$ cat config.mk
export PLATFORM = sky130hd
export DESIGN_NAME = dma_chan_ctrl
export DESIGN_NICKNAME = d
export VERILOG_FILES = /design/src/rtl/dma_chan_pkg.sv /design/src/rtl/dma_cfg_regs.sv /design/src/rtl/dma_flag_bits.sv /design/src/rtl/dma_addr_ptr.sv /design/src/rtl/dma_xfer_seq.sv /design/src/rtl/dma_chan_ctrl.sv
export SDC_FILE = /design/constraint.sdc
export NUM_CORES = 1
export LEC_CHECK = 0
export BUFFER_PORTS_ARGS = -buffer_cell sky130_fd_sc_hd__clkbuf_2
export CELL_PAD_IN_SITES_DETAIL_PLACEMENT = 1
export CELL_PAD_IN_SITES_GLOBAL_PLACEMENT = 2
export CORE_ASPECT_RATIO = 0.75
export CORE_MARGIN = 2
export CORE_UTILIZATION = 35
export CTS_BUF_LIST = sky130_fd_sc_hd__clkbuf_8 sky130_fd_sc_hd__clkbuf_16
export CTS_CLUSTER_DIAMETER = 60
export CTS_CLUSTER_SIZE = 30
export DETAILED_ROUTE_END_ITERATION = 8
export GPL_ROUTABILITY_DRIVEN = 0
export MAX_ROUTING_LAYER = met4
export PLACE_DENSITY_LB_ADDON = 0.1
export SLEW_MARGIN = 15
export SYNTH_ARGS = -nofsm -noshare
export SYNTH_HDL_FRONTEND = slang
export SYNTH_HIERARCHICAL = 1
export SYNTH_SLANG_ARGS = --single-unit
$ cat constraint.sdc
create_clock -name clk -period 5.25 [get_ports clk]
set_input_delay 0.2625 -clock clk [delete_from_list [all_inputs] [get_ports clk]]
set_output_delay 0.2625 -clock clk [all_outputs]
set_load 0.01 [all_outputs]
$ cat src/rtl/dma_chan_pkg.sv
package dma_chan_pkg;
  localparam int REG_IDX_W = 3;

  localparam logic [REG_IDX_W-1:0] RI_CTRL   = 3'd0;
  localparam logic [REG_IDX_W-1:0] RI_COUNT  = 3'd1;
  localparam logic [REG_IDX_W-1:0] RI_PADDR  = 3'd2;
  localparam logic [REG_IDX_W-1:0] RI_MADDR  = 3'd3;
  localparam logic [REG_IDX_W-1:0] RI_STATUS = 3'd4;
  localparam logic [REG_IDX_W-1:0] RI_FCLR   = 3'd5;

  localparam int CB_EN   = 0;
  localparam int CB_CIRC = 1;
  localparam int CB_M2M  = 2;
  localparam int CB_PINC = 3;
  localparam int CB_MINC = 4;
  localparam int CB_DIR  = 5;

  localparam int NUM_FLAGS = 2;
  localparam int FL_DONE   = 0;
  localparam int FL_ERR    = 1;

  localparam int NUM_PTRS = 2;
  localparam int PT_PERIPH = 0;
  localparam int PT_MEM    = 1;

  typedef enum logic {SQ_IDLE, SQ_WAIT} seq_state_t;

  // control fields above the enable bit, in register bit order (MSB first)
  typedef struct packed {
    logic dir;
    logic minc;
    logic pinc;
    logic m2m;
    logic circ;
  } chan_cfg_t;
endpackage

$ cat src/rtl/dma_cfg_regs.sv
module dma_cfg_regs
  import dma_chan_pkg::*;
#(
  parameter int DW = 32,
  parameter int CW = 16,
  parameter int AW = 16
) (
  input  logic                 clk,
  input  logic                 rst,
  input  logic                 wr_en,
  input  logic [REG_IDX_W-1:0] wr_idx,
  input  logic [DW-1:0]        wr_data,
  input  logic                 te_set,
  input  logic                 te_flag,
  output logic                 en,
  output chan_cfg_t            cfg,
  output logic [CW-1:0]        cnt_shadow,
  output logic [AW-1:0]        pa_shadow,
  output logic [AW-1:0]        ma_shadow,
  output logic                 ld_cnt,
  output logic                 ld_pa,
  output logic                 ld_ma
);
  logic wr_ctrl;
  logic bad_combo;

  assign wr_ctrl   = wr_en && (wr_idx == RI_CTRL);
  assign bad_combo = wr_data[CB_CIRC] && wr_data[CB_M2M];

  // programming of count/addresses is accepted only on an idle channel
  assign ld_cnt = wr_en && (wr_idx == RI_COUNT) && !en;
  assign ld_pa  = wr_en && (wr_idx == RI_PADDR) && !en;
  assign ld_ma  = wr_en && (wr_idx == RI_MADDR) && !en;

  always_ff @(posedge clk) begin
    if (rst) begin
      en         <= 1'b0;
      cfg        <= '0;
      cnt_shadow <= '0;
      pa_shadow  <= '0;
      ma_shadow  <= '0;
    end else begin
      if (wr_ctrl && !en) begin
        cfg <= chan_cfg_t'(wr_data[CB_DIR:CB_CIRC]);
      end
      if (te_set) begin
        en <= 1'b0;
      end else if (wr_ctrl) begin
        if (en) begin
          en <= wr_data[CB_EN];
        end else begin
          en <= wr_data[CB_EN] && !te_flag && !bad_combo;
        end
      end
      if (ld_cnt) cnt_shadow <= wr_data[CW-1:0];
      if (ld_pa)  pa_shadow  <= wr_data[AW-1:0];
      if (ld_ma)  ma_shadow  <= wr_data[AW-1:0];
    end
  end
endmodule

$ cat src/rtl/dma_flag_bits.sv
module dma_flag_bits #(
  parameter int NF = 2
) (
  input  logic          clk,
  input  logic          rst,
  input  logic [NF-1:0] set_vec,
  input  logic          clr_wr,
  input  logic [NF-1:0] clr_mask,
  output logic [NF-1:0] flags
);
  for (genvar i = 0; i < NF; i++) begin : g_flag
    always_ff @(posedge clk) begin
      if (rst) begin
        flags[i] <= 1'b0;
      end else if (set_vec[i]) begin
        flags[i] <= 1'b1;
      end else if (clr_wr && clr_mask[i]) begin
        flags[i] <= 1'b0;
      end
    end
  end
endmodule

$ cat src/rtl/dma_addr_ptr.sv
module dma_addr_ptr #(
  parameter int AW = 16
) (
  input  logic          clk,
  input  logic          rst,
  input  logic          ld,
  input  logic [AW-1:0] ld_val,
  input  logic          step,
  input  logic          inc_en,
  input  logic          reload,
  input  logic [AW-1:0] reload_val,
  output logic [AW-1:0] ptr
);
  always_ff @(posedge clk) begin
    if (rst) begin
      ptr <= '0;
    end else if (ld) begin
      ptr <= ld_val;
    end else if (reload) begin
      ptr <= reload_val;
    end else if (step && inc_en) begin
      ptr <= ptr + AW'(1);
    end
  end
endmodule

$ cat src/rtl/dma_xfer_seq.sv
module dma_xfer_seq
  import dma_chan_pkg::*;
#(
  parameter int CW = 16
) (
  input  logic          clk,
  input  logic          rst,
  input  logic          en,
  input  logic          m2m,
  input  logic          circ,
  input  logic          preq,
  input  logic          ack,
  input  logic          err,
  input  logic          ld_cnt,
  input  logic [CW-1:0] ld_val,
  input  logic [CW-1:0] cnt_shadow,
  output logic          xfer_start,
  output logic          busy,
  output logic [CW-1:0] cnt,
  output logic          beat_ok,
  output logic          wrap,
  output logic          tc_set,
  output logic          te_set
);
  seq_state_t state;
  logic       pend;
  logic       issue;
  logic       last;

  assign busy    = (state == SQ_WAIT);
  assign issue   = (state == SQ_IDLE) && en && (cnt != '0) && (m2m || pend);
  assign beat_ok = busy && en && ack && !err;
  assign te_set  = busy && en && ack && err;
  assign last    = beat_ok && (cnt == CW'(1));
  assign tc_set  = last;
  assign wrap    = last && circ;

  always_ff @(posedge clk) begin
    if (rst) begin
      state      <= SQ_IDLE;
      pend       <= 1'b0;
      xfer_start <= 1'b0;
      cnt        <= '0;
    end else begin
      xfer_start <= issue;
      if (!en) begin
        pend <= 1'b0;
      end else begin
        pend <= (pend && !issue) || (preq && !m2m);
      end
      case (state)
        SQ_IDLE: if (issue) state <= SQ_WAIT;
        SQ_WAIT: if (!en || ack) state <= SQ_IDLE;
        default: state <= SQ_IDLE;
      endcase
      if (ld_cnt) begin
        cnt <= ld_val;
      end else if (wrap) begin
        cnt <= cnt_shadow;
      end else if (beat_ok) begin
        cnt <= cnt - CW'(1);
      end
    end
  end
endmodule

$ cat src/rtl/dma_chan_ctrl.sv
module dma_chan_ctrl
  import dma_chan_pkg::*;
#(
  parameter int DW = 32,
  parameter int CW = 16,
  parameter int AW = 16
) (
  input  logic                 clk,
  input  logic                 rst,
  input  logic                 reg_wr,
  input  logic [REG_IDX_W-1:0] reg_widx,
  input  logic [DW-1:0]        reg_wdata,
  input  logic [REG_IDX_W-1:0] reg_ridx,
  output logic [DW-1:0]        reg_rdata,
  input  logic                 dma_req,
  output logic                 xfer_start,
  output logic [AW-1:0]        xfer_paddr,
  output logic [AW-1:0]        xfer_maddr,
  output logic                 xfer_to_periph,
  input  logic                 xfer_ack,
  input  logic                 xfer_err,
  output logic                 chan_active,
  output logic                 done_flag,
  output logic                 err_flag
);
  localparam int CTRL_W = CB_DIR + 1;

  chan_cfg_t       cfg_q;
  logic            en_q;
  logic [CW-1:0]   cnt_shadow, cnt_q;
  logic [AW-1:0]   pa_shadow, ma_shadow;
  logic            ld_cnt, ld_pa, ld_ma;
  logic            seq_busy, beat_ok, wrap, tc_set, te_set;
  logic [NUM_FLAGS-1:0] flag_q, flag_set;
  logic            fclr_wr;
  logic [NUM_PTRS-1:0]  ptr_ld, ptr_inc;
  logic [AW-1:0]   ptr_ldval [NUM_PTRS];
  logic [AW-1:0]   ptr_rlval [NUM_PTRS];
  logic [AW-1:0]   ptr_q     [NUM_PTRS];
  logic [DW-1:0]   rd_mux;

  dma_cfg_regs #(.DW(DW), .CW(CW), .AW(AW)) u_cfg (
    .clk(clk), .rst(rst),
    .wr_en(reg_wr), .wr_idx(reg_widx), .wr_data(reg_wdata),
    .te_set(te_set), .te_flag(flag_q[FL_ERR]),
    .en(en_q), .cfg(cfg_q),
    .cnt_shadow(cnt_shadow), .pa_shadow(pa_shadow), .ma_shadow(ma_shadow),
    .ld_cnt(ld_cnt), .ld_pa(ld_pa), .ld_ma(ld_ma)
  );

  dma_xfer_seq #(.CW(CW)) u_seq (
    .clk(clk), .rst(rst),
    .en(en_q), .m2m(cfg_q.m2m), .circ(cfg_q.circ),
    .preq(dma_req), .ack(xfer_ack), .err(xfer_err),
    .ld_cnt(ld_cnt), .ld_val(reg_wdata[CW-1:0]), .cnt_shadow(cnt_shadow),
    .xfer_start(xfer_start), .busy(seq_busy), .cnt(cnt_q),
    .beat_ok(beat_ok), .wrap(wrap), .tc_set(tc_set), .te_set(te_set)
  );

  assign ptr_ld[PT_PERIPH]    = ld_pa;
  assign ptr_ld[PT_MEM]       = ld_ma;
  assign ptr_inc[PT_PERIPH]   = cfg_q.pinc;
  assign ptr_inc[PT_MEM]      = cfg_q.minc;
  assign ptr_ldval[PT_PERIPH] = reg_wdata[AW-1:0];
  assign ptr_ldval[PT_MEM]    = reg_wdata[AW-1:0];
  assign ptr_rlval[PT_PERIPH] = pa_shadow;
  assign ptr_rlval[PT_MEM]    = ma_shadow;

  for (genvar p = 0; p < NUM_PTRS; p++) begin : g_ptr
    dma_addr_ptr #(.AW(AW)) u_ptr (
      .clk(clk), .rst(rst),
      .ld(ptr_ld[p]), .ld_val(ptr_ldval[p]),
      .step(beat_ok), .inc_en(ptr_inc[p]),
      .reload(wrap), .reload_val(ptr_rlval[p]),
      .ptr(ptr_q[p])
    );
  end

  assign fclr_wr            = reg_wr && (reg_widx == RI_FCLR);
  assign flag_set[FL_DONE]  = tc_set;
  assign flag_set[FL_ERR]   = te_set;

  dma_flag_bits #(.NF(NUM_FLAGS)) u_flags (
    .clk(clk), .rst(rst),
    .set_vec(flag_set), .clr_wr(fclr_wr),
    .clr_mask(reg_wdata[NUM_FLAGS-1:0]),
    .flags(flag_q)
  );

  assign xfer_paddr     = ptr_q[PT_PERIPH];
  assign xfer_maddr     = ptr_q[PT_MEM];
  assign xfer_to_periph = cfg_q.dir;
  assign chan_active    = en_q;
  assign done_flag      = flag_q[FL_DONE];
  assign err_flag       = flag_q[FL_ERR];

  always_comb begin
    rd_mux = '0;
    case (reg_ridx)
      RI_CTRL:   rd_mux[CTRL_W-1:0]    = {cfg_q, en_q};
      RI_COUNT:  rd_mux[CW-1:0]        = cnt_q;
      RI_PADDR:  rd_mux[AW-1:0]        = ptr_q[PT_PERIPH];
      RI_MADDR:  rd_mux[AW-1:0]        = ptr_q[PT_MEM];
      RI_STATUS: rd_mux[NUM_FLAGS-1:0] = flag_q;
      default:   rd_mux                = '0;
    endcase
  end

  always_ff @(posedge clk) begin
    if (rst) reg_rdata <= '0;
    else     reg_rdata <= rd_mux;
  end
endmodule

* Word level (Yosys, flattened, before mapping)
Cells that the tools add are included.
Storage, ports and cells: input bits 44, output and inout port bits 69, word-level logic and storage cells 99, flip-flop bits (word level) 139
Cells by class: reduce and logical (&&, ||, !) cells 46, bitwise logic cells 2, multiplexer cells 20, $add $sub $neg 3, equality and inequality tests 9
Operators with widths (number):
- $mux 16 | 9
- $add 16x1->16 const B | 2
- $pmux 10 s3 | 1
- $logic_and 1x1->1 | 27
- $eq 16x1->1 const B | 1
- $pmux 4 s4 | 1
- $reduce_bool 16->1 | 1
- $sub 16x1->16 const B | 1
- $eq 3x2->1 const B | 4
- $pmux 2 s5 | 1
- $reduce_bool 3->1 | 3
- $mux 1 | 7
- $eq 3x1->1 const B | 2
- $eq 3x3->1 const B | 2
- $logic_not 1->1 | 6
- $logic_not 3->1 | 2
- $reduce_bool 2->1 | 2
- $reduce_or 2->1 | 2
- $logic_or 1x1->1 | 3
- $not 1->1 | 2
- $pmux 1 s2 | 1

* Logic depth before layout (Yosys ltp)
depth in word-level cells 7, depth in mapped cells 12

* Cells and area by module
The synthesis kept the hierarchy.
By module, submodules not included:
- dma_cfg_regs | area each 2252.2 sq um, instances 1, cells an instance 224
- dma_xfer_seq | area each 1405.1 sq um, instances 1, cells an instance 188
- dma_addr_ptr (g_ptr[0].u_ptr) | area each 1166.1 sq um, instances 1, cells an instance 145
- dma_addr_ptr (g_ptr[1].u_ptr) | area each 1131.1 sq um, instances 1, cells an instance 142
- dma_chan_ctrl | area each 1072.3 sq um, instances 1, cells an instance 102
- dma_flag_bits | area each 72.6 sq um, instances 1, cells an instance 8

* Worst setup path before layout
OpenSTA, ideal clock, no wires.
path type reg-to-reg, from register u_seq.cnt[4], to register g_ptr[0].u_ptr.ptr[7], stages on the path, launching flop included 11, period minus slack after synthesis 2.314 ns, arrival 2.182 ns, path slack 2.936 ns, cells stage by stage dfxtp_1 > buf_2 > nor4_4 > nand4_1 > nor4_1 > buf_4 > clkbuf_1 > a211oi_1 > a222oi_1 > or2_1 > a21oi_1
Between the ends: word-level cells in the longest chain between the ends 5, elaborated cells on any way between the ends 6, those cells by class 1 x eq/ne; 2 x mux; 3 x reduce/logical
RTL lines:
- from (decl) | RTL line dma_xfer_seq.sv:19 | output logic [CW-1:0] cnt,
- from (signal assigned) | RTL line dma_xfer_seq.sv:57 | cnt <= ld_val;
- from (signal assigned) | RTL line dma_xfer_seq.sv:59 | cnt <= cnt_shadow;
- from (signal assigned) | RTL line dma_xfer_seq.sv:61 | cnt <= cnt - CW'(1);
- $eq 16x1->1 * | RTL line dma_xfer_seq.sv:34 | assign last = beat_ok && (cnt == CW'(1));
- $logic_and 1x1->1 * | RTL line dma_xfer_seq.sv:34
- $logic_and 1x1->1 * | RTL line dma_xfer_seq.sv:36 | assign wrap = last && circ;
- named net wrap | RTL line dma_chan_ctrl.sv:33 | logic seq_busy, beat_ok, wrap, tc_set, te_set;
- $mux 16 | RTL line dma_addr_ptr.sv:19 | end else if (reload) begin
- $mux 16 | RTL line dma_addr_ptr.sv:17 | end else if (ld) begin
- to (signal assigned) | RTL line dma_addr_ptr.sv:18 | ptr <= ld_val;
- to (signal assigned) | RTL line dma_addr_ptr.sv:20 | ptr <= reload_val;
- to (signal assigned) | RTL line dma_addr_ptr.sv:22 | ptr <= ptr + AW'(1);
- to (decl) | RTL line dma_addr_ptr.sv:12 | output logic [AW-1:0] ptr
Mark *: on every way through the listed nets, which the timed path passes. The rest lies on a longest branch. A chain may end at the register's enable or synchronous reset.

* Worst setup path after layout
from register u_seq.cnt[0], to register g_ptr[1].u_ptr.ptr[12]
Between the ends: word-level cells in the longest chain between the ends 5, elaborated cells on any way between the ends 6, those cells by class 1 x eq/ne; 2 x mux; 3 x reduce/logical
RTL lines (RTL line):
- $eq 16x1->1 * | dma_xfer_seq.sv:34
- $logic_and 1x1->1 * | dma_xfer_seq.sv:34
- $logic_and 1x1->1 * | dma_xfer_seq.sv:36
- named net wrap | dma_chan_ctrl.sv:33
- $mux 16 | dma_addr_ptr.sv:19
- $mux 16 | dma_addr_ptr.sv:17
- to (signal assigned) | dma_addr_ptr.sv:18
- to (signal assigned) | dma_addr_ptr.sv:20
- to (signal assigned) | dma_addr_ptr.sv:22
- to (decl) | dma_addr_ptr.sv:12
Marked as above.

==> impl_summary.md <==
Status
The flow ran to the end, and the final reports show no timing, DRC or antenna violations.

Yosys
The count of flip-flops with a built-in enable after synthesis is 0. After synthesis, the largest family of logic cells by area is simple AND/OR/NAND/NOR gates. A synthesized cell averages 8.775 µm². The count of unique library cells instantiated by Yosys is 79. The fraction of the mapped netlist area in simple logic gates is 0.2353. The gate count after technology mapping is 809. During synthesis, Yosys emitted a total of 6 warnings. The most used flip-flop cell after synthesis is dfxtp_1. The sequential share of the synthesized area is 0.3468. The portion of netlist area occupied by mux cells is 0.1163. The count of state elements after synthesis is 123.

The fraction of the mapped netlist area in adder cells is 0.007050. The parity-gate share of the synthesized area counting xor and xnor cells is 0.04318. The area fraction in compound gates after synthesis is 0.1799. The fraction of synthesis flops using an asynchronous set or reset pin is 0. The synthesized cell area is 0.007099 mm².

Route
After detailed routing, the average wire length per cell comes to 21.91 µm. The via density per instance is 5.624. After the first detailed-routing iteration, the DRC count stood at 473.

After detailed routing, the total wire length is 24890 µm. In the routed design, unresolved DRC markers number 0. The first TritonRoute pass finished after 6 iterations. The count of nets left with antenna violations once routing finished came out at 0. Detailed routing inserted a total of 6389 vias.

Die
The initial core utilization is 0.3542. The core region is 0.02004 mm². The overall die area is 0.02145 mm². The number of standard-cell rows in the floorplan is 45.

113 I/O pins were placed. The die extent in y is 127.3 µm. The horizontal die dimension is 168.5 µm.

Finish
The share of the core filled with cells in the final layout is 0.4083. Compared with the post-synthesis result, the final layout area differs by 15.28%. The share of layout cells above drive strength 1 is 0.2141.

The number of diodes is 0. The number of nets at the end of the flow is 913. Summing all multi-input logic gate instances after layout gives 0.004202 mm². The combined flip-flop and latch cell area is 0.002462 mm². The library cell used most frequently in the layout, excluding fill and tap cells, is dfxtp_1.

The final-layout fill cell count is 2336. For this run, the number of standard cells in the final layout without fillers is 1136. Leaving out fill and tap cells, the most frequent cells in the layout are dfxtp_1 (123), clkbuf_2 (79), mux2i_1 (63). The finished layout cell area is 0.008184 mm².

Clock network
The number of instances resized during post-cts repair is 0. The clock input transition at the sequential cells of the worst setup and hold paths is 0.06 ns. The count of buffers added by post-CTS timing repair for setup is 0. The count of hold buffers inserted by post-cts repair is 0. The clock tree from TritonCTS is built. The number of sinks handled by clock tree synthesis is 123.

The number of H-tree branching levels is 4. The maximum clock insertion buffer count is 2. Clock latency on the worst-skew pair, taken at its later pin, is 0.43 ns.

The number of clock buffers added by TritonCTS is 17. The CTS root buffer is clkbuf_16.

STA
The number of endpoints failing setup at the final stage is 0. The fmax is 0.3146 GHz. Of the available clock period, the critical path in the final layout requires 0.6054. Hold timing on the final database bottoms out at a slack of 0.1504 ns.

The worst setup margin is 2.071 ns. On the final layout, the worst clock skew is 0.01333 ns. Setup repair after global routing left no endpoint under its margin.

For the pin with the worst max-slew slack, the measured transition is 1.106 ns. The normalized max-slew margin is 0.2617. The number of slew-limit violations in the final report is 0.

The count of endpoints failing hold in the final timing report is 0. The time the worst path needs with I/O delays and setup is 3.179 ns. After routing, the total negative slack on setup checks comes to 0 ns.

Critical path
The critical path start-end classification is register to register. For the worst setup path, the data required time is 5.60 ns. For the worst flop-to-flop path, the logic depth is 10. In this run the critical register-to-register path is launched from u_seq/cnt[0]. The category of the worst setup path capture point is a register. The worst setup slack for register-to-register paths is 2.07 ns.

Data arrives at the worst endpoint at 3.53 ns. The startpoint class of the critical path is a register. The reg-to-reg critical path endpoint is g_ptr[1].u_ptr/ptr[12]. The start point of the critical path is u_seq/cnt[0]. The maximum fanout encountered on the critical timing path is 53.

Placement
The pre-CTS setup slack is 2.182 ns. The post-place instance area is 0.007548 mm². The detailed placement HPWL is 17610 µm.

The number of buffers added on ports is 80. In this run, placement finished with an instance count of 1104.

Pwr
The total power is 2.519 mW. In this run the power density over the cells is 307.8 mW/mm². IR analysis of the VDD net gives a maximum drop of 175.9 µV. The total leakage power is 3.116 nW.

Global routing
In the global route stage, overall resource usage came out at 0.2427. In the global route stage, met1 resource usage came out at 0.3344. The number of antenna violations at the first check in global routing came to 0. The maximum number of pins on one net before global-route repair is 56. The met2 global-route usage is 0.3672. The total global routing overflow is 0. For met3 alone, demand over resource in global routing was 0.04678. The first global-routing pass estimated 38340 µm of wire. met2 is the most crowded layer. The via count of the first global-routing pass is 6453.

Min path
The worst hold endpoint is u_seq/busy. The startpoint of the lowest-slack hold path is xfer_ack. The cell depth of the worst hold path is 3. The worst hold path belongs to the class primary input to register.

Job
The count of maximum capacitance violations is 0.
-- routing by layer --
| metal | vias to the layer above | share of wire | wire length [µm] |
|---|---|---|---|
| met5 | - | 0 | 0 |
| met4 | 0 | 0.011 | 278 |
| met3 | 23 | 0.044 | 1094 |
| met2 | 173 | 0.45 | 11110 |
| met1 | 3215 | 0.50 | 12410 |
| li1 | 2978 | - | - |
-- flip-flops by register name, summed over array words and instances (netlist names) --
register          count
g_ptr.u_ptr/ptr      32
reg_rdata            16
u_cfg/cfg             5
u_cfg/cnt_shadow     16
u_cfg/en              1
u_cfg/ma_shadow      16
u_cfg/pa_shadow      16
u_flags/flags         2
u_seq/busy            1
u_seq/cnt            16
u_seq/pend            1
u_seq/xfer_start      1
-- worst max-delay path, stage by stage (launching register included) --
cell	delay (ns)
dfxtp_1	0.44
ha_1	0.18
nor4b_2	0.42
nand4_1	0.21
nor4_2	0.17
buf_4	0.62
a21o_2	0.32
nor2_2	0.17
nor3_1	0.26
nand4_1	0.12
a31oi_1	0.18
-- power by group --
group | internal [mW] | switching (mW)
sequential | 0.953 | 0.0301
combinational | 0.0956 | 0.157
clock | 0.808 | 0.475
total | 1.86 | 0.662
-- synthesized netlist by cell type, drive strengths merged (15+ instances only) --
cell type | number | area [µm²]
a21oi | 53 | 265.3
a22oi | 26 | 245.2
buf | 47 | 337.8
clkbuf | 21 | 78.83
dfxtp | 123 | 2462
inv | 23 | 86.33
mux2i | 63 | 630.6
nand2 | 55 | 206.5
nand2b | 59 | 376.6
nand3 | 35 | 190.2
nor2 | 61 | 241.5
nor3 | 18 | 121.4
o21ai | 42 | 247.7
o22ai | 20 | 125.1
xnor2 | 20 | 175.2
xor2 | 15 | 131.4
-- layout make-up --
| cell class | instances | area share |
|---|---|---|
| Multi-Input combinational cell | 610 | 0.5134 |
| Sequential cell | 123 | 0.3009 |
| Timing Repair Buffer | 90 | 0.05840 |
| Clock buffer | 18 | 0.05366 |
| Tap cell | 258 | 0.03944 |
| Clock inverter | 14 | 0.02370 |
| Inverter | 23 | 0.01055 |
-- logic make-up after synthesis --
family / Yosys count
muxes: 75
other: 1
adders and majority gates: 4
buffers and inverters: 91
and+or+nand+nor: 293
AOI/OAI and AO/OA: 187
xor gates and xnor gates: 35
DFF: 123
-- worst max-delay path by stage --
stage	cells after the start	endpoint	slack, ns
6_report	10	g_ptr[1].u_ptr/ptr[12]	2.07
3_5_place_dp	10	g_ptr[1].u_ptr/ptr[12]	2.18
4_1_cts	10	g_ptr[1].u_ptr/ptr[12]	2.13
5_1_grt	10	g_ptr[1].u_ptr/ptr[12]	1.81
2_1_floorplan	10	g_ptr[0].u_ptr/ptr[7]	2.94
3_3_place_gp	10	g_ptr[1].u_ptr/ptr[12]	2.22
Note: power is estimated with default switching activity, not from simulation.
